## src/rtl/msr_pkg.sv

```systemverilog
package msr_pkg;

    typedef enum logic [1:0] {
        ACC_IDLE  = 2'd0,
        ACC_FETCH = 2'd1,
        ACC_LOAD  = 2'd2,
        ACC_STORE = 2'd3
    } acc_kind_e;

    typedef struct packed {
        logic iram_sel;
        logic int_we;
        logic spad_sel;
        logic ext_rd_n;
        logic ext_wr_n;
        logic multi_err;
    } strobe_t;

    localparam strobe_t STROBE_IDLE = '{
        iram_sel:  1'b0,
        int_we:    1'b0,
        spad_sel:  1'b0,
        ext_rd_n:  1'b1,
        ext_wr_n:  1'b1,
        multi_err: 1'b0
    };

    function automatic logic overlap3(input logic a, input logic b, input logic c);
        return (a & b) | (a & c) | (b & c);
    endfunction

endpackage

```

## src/rtl/msr_arbiter.sv

```systemverilog
module msr_arbiter
    import msr_pkg::*;
(
    input  logic      fetch,
    input  logic      load,
    input  logic      store,
    output acc_kind_e kind,
    output logic      clash
);

    always_comb begin
        if (store)      kind = ACC_STORE;
        else if (load)  kind = ACC_LOAD;
        else if (fetch) kind = ACC_FETCH;
        else            kind = ACC_IDLE;
    end

    assign clash = overlap3(fetch, load, store);

endmodule

```

## src/rtl/msr_region.sv

```systemverilog
module msr_region #(
    parameter int ADDR_W     = 16,
    parameter int IRAM_BYTES = 16384,
    parameter int SPAD_BASE  = 'hE000,
    parameter int SPAD_BYTES = 512
) (
    input  logic [ADDR_W-1:0] addr,
    output logic              in_iram,
    output logic              in_spad
);

    localparam int            SPAD_END_I = SPAD_BASE + SPAD_BYTES;
    localparam logic [ADDR_W:0] IRAM_LIM = IRAM_BYTES[ADDR_W:0];
    localparam logic [ADDR_W:0] SPAD_LO  = SPAD_BASE[ADDR_W:0];
    localparam logic [ADDR_W:0] SPAD_HI  = SPAD_END_I[ADDR_W:0];

    logic [ADDR_W:0] addr_x;

    assign addr_x  = {1'b0, addr};
    assign in_iram = (addr_x < IRAM_LIM);
    assign in_spad = (addr_x >= SPAD_LO) && (addr_x < SPAD_HI);

endmodule

```

## src/rtl/msr_steer.sv

```systemverilog
module msr_steer
    import msr_pkg::*;
(
    input  acc_kind_e kind,
    input  logic      clash,
    input  logic      in_iram,
    input  logic      in_spad,
    input  logic      ea_ext,
    output strobe_t   nxt
);

    always_comb begin
        nxt           = STROBE_IDLE;
        nxt.multi_err = clash;
        unique case (kind)
            ACC_FETCH: begin
                if (in_iram && !ea_ext) nxt.iram_sel = 1'b1;
                else                    nxt.ext_rd_n = 1'b0;
            end
            ACC_LOAD: begin
                if (in_iram)      nxt.iram_sel = 1'b1;
                else if (in_spad) nxt.spad_sel = 1'b1;
                else              nxt.ext_rd_n = 1'b0;
            end
            ACC_STORE: begin
                if (in_iram) begin
                    nxt.iram_sel = 1'b1;
                    nxt.int_we   = 1'b1;
                end else if (in_spad) begin
                    nxt.spad_sel = 1'b1;
                    nxt.int_we   = 1'b1;
                end else begin
                    nxt.ext_wr_n = 1'b0;
                end
            end
            default: ;
        endcase
    end

endmodule

```

## src/rtl/msr_outreg.sv

```systemverilog
module msr_outreg
    import msr_pkg::*;
#(
    parameter int ADDR_W = 16
) (
    input  logic              clk,
    input  logic              rst,
    input  strobe_t           d_strb,
    input  logic [ADDR_W-1:0] d_addr,
    output strobe_t           q_strb,
    output logic [ADDR_W-1:0] q_addr
);

    always_ff @(posedge clk) begin
        if (rst) begin
            q_strb <= STROBE_IDLE;
            q_addr <= '0;
        end else begin
            q_strb <= d_strb;
            q_addr <= d_addr;
        end
    end

endmodule

```

## src/rtl/mem_strobe_router.sv

```systemverilog
module mem_strobe_router
    import msr_pkg::*;
#(
    parameter int ADDR_W     = 16,
    parameter int IRAM_BYTES = 16384,
    parameter int SPAD_BASE  = 'hE000,
    parameter int SPAD_BYTES = 512
) (
    input  logic              clk,
    input  logic              rst,
    input  logic              ea_ext,
    input  logic [ADDR_W-1:0] addr_i,
    input  logic              fetch_i,
    input  logic              load_i,
    input  logic              store_i,
    output logic [ADDR_W-1:0] mem_addr_o,
    output logic              iram_sel_o,
    output logic              int_we_o,
    output logic              spad_sel_o,
    output logic              ext_rd_n_o,
    output logic              ext_wr_n_o,
    output logic              multi_err_o
);

    acc_kind_e kind;
    logic      clash;
    logic      hit_iram;
    logic      hit_spad;
    strobe_t   nxt_strb;
    strobe_t   cur_strb;

    msr_arbiter arb_i (
        .fetch (fetch_i),
        .load  (load_i),
        .store (store_i),
        .kind  (kind),
        .clash (clash)
    );

    msr_region #(
        .ADDR_W     (ADDR_W),
        .IRAM_BYTES (IRAM_BYTES),
        .SPAD_BASE  (SPAD_BASE),
        .SPAD_BYTES (SPAD_BYTES)
    ) rgn_i (
        .addr    (addr_i),
        .in_iram (hit_iram),
        .in_spad (hit_spad)
    );

    msr_steer steer_i (
        .kind    (kind),
        .clash   (clash),
        .in_iram (hit_iram),
        .in_spad (hit_spad),
        .ea_ext  (ea_ext),
        .nxt     (nxt_strb)
    );

    msr_outreg #(.ADDR_W(ADDR_W)) oreg_i (
        .clk    (clk),
        .rst    (rst),
        .d_strb (nxt_strb),
        .d_addr (addr_i),
        .q_strb (cur_strb),
        .q_addr (mem_addr_o)
    );

    assign iram_sel_o  = cur_strb.iram_sel;
    assign int_we_o    = cur_strb.int_we;
    assign spad_sel_o  = cur_strb.spad_sel;
    assign ext_rd_n_o  = cur_strb.ext_rd_n;
    assign ext_wr_n_o  = cur_strb.ext_wr_n;
    assign multi_err_o = cur_strb.multi_err;


    one_target_chk: assert property (@(posedge clk) disable iff (rst)
        $onehot0({iram_sel_o, spad_sel_o, ~ext_rd_n_o, ~ext_wr_n_o}));


    we_needs_sel_chk: assert property (@(posedge clk) disable iff (rst)
        int_we_o |-> (iram_sel_o || spad_sel_o));


    clash_flag_chk: assert property (@(posedge clk) disable iff (rst)
        ($countones({fetch_i, load_i, store_i}) > 1) |=> multi_err_o);


    load_iram_chk: assert property (@(posedge clk) disable iff (rst)
        (load_i && !store_i && hit_iram) |=> (iram_sel_o && ext_rd_n_o && ext_wr_n_o));


    addr_follow_chk: assert property (@(posedge clk) disable iff (rst)
        1'b1 |=> (mem_addr_o == $past(addr_i)));

endmodule

```

## config.mk

```make
export PLATFORM = sky130hd
export DESIGN_NAME = mem_strobe_router
export DESIGN_NICKNAME = d
export VERILOG_FILES = /design/src/rtl/msr_pkg.sv /design/src/rtl/msr_arbiter.sv /design/src/rtl/msr_region.sv /design/src/rtl/msr_steer.sv /design/src/rtl/msr_outreg.sv /design/src/rtl/mem_strobe_router.sv
export SDC_FILE = /design/constraint.sdc
export NUM_CORES = 1
export LEC_CHECK = 0
export CAP_MARGIN = 20
export CORE_UTILIZATION = 30
export CTS_BUF_LIST = sky130_fd_sc_hd__clkbuf_4 sky130_fd_sc_hd__clkbuf_8
export CTS_CLUSTER_SIZE = 28
export DETAILED_ROUTE_END_ITERATION = 6
export DONT_BUFFER_PORTS = 1
export PLACE_DENSITY = 0.45
export SLEW_MARGIN = 15
export SYNTH_ARGS = -nofsm -noshare
export SYNTH_HDL_FRONTEND = slang
export SYNTH_HIERARCHICAL = 1
export SYNTH_SLANG_ARGS = --single-unit
```

## constraint.sdc

```tcl
create_clock -name clk -period 1.28 [get_ports clk]
set_input_delay 0.256 -clock clk [delete_from_list [all_inputs] [get_ports clk]]
set_output_delay 0.256 -clock clk [all_outputs]
set_load 0.02 [all_outputs]
```

==> flow_metrics.tcl <==
set metrics [dict create \
    min_period_over_period_pct 89.12 \
    start_util_pct 32.18 \
    io_pins 44 \
    cts-root-buf "clkbuf_4" \
    syn-cell-area_um2 804.5 \
    fin_nets 105 \
    power.share.combinational_pct 7.6 \
    cts.clk_slew.worst_paths_ps 100 \
    endpoint "oreg_i/q_strb[2]$_SDFF_PP1_" \
    ys_ff_latch 22 \
    coreArea_um2 2500 \
    max-slew-margin-rel_pct 59.01 \
    overflow 0 \
    pwr-share-clk_pct 24.8 \
    max_freq_mhz 876.6 \
    switching_power_mw 0.2761 \
    clockBufferDepth 2 \
    dieArea_um2 2893 \
    stdcell_area_um2 875.8 \
    cts_tree "built" \
    max-vdd-ir-drop_mv 0.7174 \
    io_buffers 0 \
    viasPerCell 4.311 \
    max_stage_delay_ps 530 \
    placed_area_um2 833.3 \
    synth-edff-count 0 \
    min_path_type "primary input to register" \
    synth-warning-count 6 \
    p_seq_share_pct 67.5 \
    grtUsageTotal_pct 8.915 \
    post_cts_resized 0 \
    n_antenna_cell 0 \
    ys_types 20 \
    tightest_slew_ps 612.9 \
    area_growth_pct 8.865 \
    min_period_ps 1141 \
    rsz0062_at_grt "no" \
    setup_viol 0 \
    worstSetupEndpointType "register" \
    syn-num-nets 100 \
    post_cts_buffers 0 \
    grt_pass1_wl_um 1725 \
    num_rows 18 \
    first_global_vias 416 \
    async_reset_ff_share_pct 0 \
    drtPass1Iterations 2 \
    synth_area_leaders "dfxtp_1 (55%), nor2b_1 (17%), ha_1 (7.8%)" \
    yosys.area_share.simple_pct 26.91 \
    hold_viol 0 \
    gp_congestion 0.7715 \
    post_drt_wl_per_cell_um 12.04 \
    crit_slowest_cell "or4b_1" \
    p_leak_nw 0.3570 \
    clock_sinks 22 \
    ys_seq_area_share_pct 54.74 \
    path_cells "or4b_1 > nor3_2 > nand2_1 > a32oi_1 > or2_1" \
    cp_max_fo 3 \
    path_class "primary input to register" \
    maxCapViolCount 0 \
    drt_wl_total_um 1276 \
    grt_max_degree 23 \
    synthAdderAreaFrac_pct 9.176 \
    slew_viol_final 0 \
    synth_mux_area_share_pct 0 \
    synth-xor-area-share_pct 0 \
    worst_ep_required_time_ps 1530 \
    die_w_um 53.79 \
    synth_compound_area_share_pct 4.355 \
    synth_top_family_by_area "simple AND/OR/NAND/NOR gates" \
    internal_power_mw 0.8780 \
    switching_share_pct 23.92 \
    status "complete, no violations" \
    syn_inst 73 \
    post-dp-hpwl_um 946.5 \
    post-synth-top-area-cell "dfxtp_1" \
    die_height_um 53.79 \
    ctsHtreeMaxLevel 1 \
    vias 457 \
    drt_iter0_markers 1 \
    antenna_found_initial 0 \
    synth_flop_cell "dfxtp_1" \
    cts_made_buffers 3 \
    route.detailed.drc 0 \
    placed_cells 101 \
    antenna_left 0 \
    syn_area_per_cell_um2 11.02 \
    cp-start-kind "primary input" \
    synth_top_area_share_pct 54.74 \
    stdcell_count 106 \
    crit_start "addr_i[9]" \
    drive_above_1_share_pct 17.11 \
    powerDensity_nw_per_um2 1318 \
    holdWs_ps 19.75 \
    cp.arrival_ps 1390 \
]
-- cell families (layout without fill, tap and decap cells) --
logic type,count (synthesis),count (layout)
adder cells (fa/ha/maj),6,6
buffers and inverters,7,10
AO/OA/AOI/OAI,4,4
flip-flops,22,22
AND/OR/NAND/NOR,34,34
-- cells in the final DEF (no fill, tap or decap), drive strengths merged --
| master | count |
|---|---|
| nor2b | 22 |
| dfxtp | 22 |
| ha | 5 |
| inv | 4 |
| clkbuf | 3 |
| nand2 | 3 |
| or2 | 3 |
| dlygate4sd3 | 2 |
| nor2 | 2 |
| maj3 | 1 |
| a21o | 1 |
| or4b | 1 |
| nor3 | 1 |
| nand2b | 1 |
| a32oi | 1 |
| a21oi | 1 |
| nor3b | 1 |
| a211oi | 1 |
| buf | 1 |
-- repair_timing --
action | 4_1_cts | 5_1_grt
setup endpoints to repair | 0 | 0
hold buffers | 0 | 2
endpoints found under the hold margin | 0 | 18
-- flip-flops by register name, indices dropped and copies added (netlist names) --
register and cells:
oreg_i/q_strb 6, oreg_i/q_addr 16
-- routing by layer --
layer	GRT usage [%]	part of all wire, %
met1	8.998	40
met2	14.20	48
met3	4.237	11
met4	6.579	0.78
met5	0	0
-- area by class of cell --
cell class	instances	area, um^2
inverter	4	15.01
multi-input combinational	44	332.8
sequential	22	440.4
clock buffer	3	22.52
tap	30	37.54
fill	263	1624
timing repair buffer	3	27.53
-- worst min path at each step --
| stage | start | to | slack, ps | cells after the start |
|---|---|---|---|---|
| 2_1_floorplan | rst | oreg_i/q_addr[13]$_SDFF_PP0_ | 330 | 1 |
| 3_3_place_gp | rst | oreg_i/q_addr[13]$_SDFF_PP0_ | 330 | 1 |
| 3_5_place_dp | rst | oreg_i/q_addr[14]$_SDFF_PP0_ | 330 | 1 |
| 4_1_cts | rst | oreg_i/q_addr[14]$_SDFF_PP0_ | 5 | 1 |
| 5_1_grt | rst | oreg_i/q_strb[0]$_SDFF_PP0_ | 0.2 | 1 |
| 6_report | rst | oreg_i/q_strb[0]$_SDFF_PP0_ | 20 | 1 |
-- synth_stat cells, drive strengths merged (2+ instances only) --
library cell and n:
ha 5, nand2 3, inv 4, nor2 2, nor2b 22, buf 3
or2 3, dfxtp 22
-- power groups by stage --
stage               registers (mW)  logic [mW]  clock network [mW]
floorplan                    0.793      0.0775                   0
finish                       0.779      0.0882               0.286
global route                 0.786       0.101               0.336
global placement             0.797      0.0754                   0
CTS                          0.780      0.0776               0.307
detailed placement           0.796      0.0774                   0
-- stage by stage --
stage          worst slack (ps)  power [mW]  utilization (%)  setup TNS [ps]
2_1_floorplan            -80.46      0.8703                -          -152.3
3_3_place_gp             -132.4      0.8724            33.33          -432.1
3_5_place_dp             -190.6      0.8736            33.33          -592.1
4_1_cts                   127.3       1.165            34.23               0
5_1_grt                   56.32       1.223            35.04               0
6_report                  139.2       1.154            35.04               0
-- critical path: cells and delay by family --
family,cells,cell delay [ps]
and+or+nand+nor,4,940
AOI/OAI and AO/OA,1,190
Note: power is estimated with default switching activity, not from simulation.
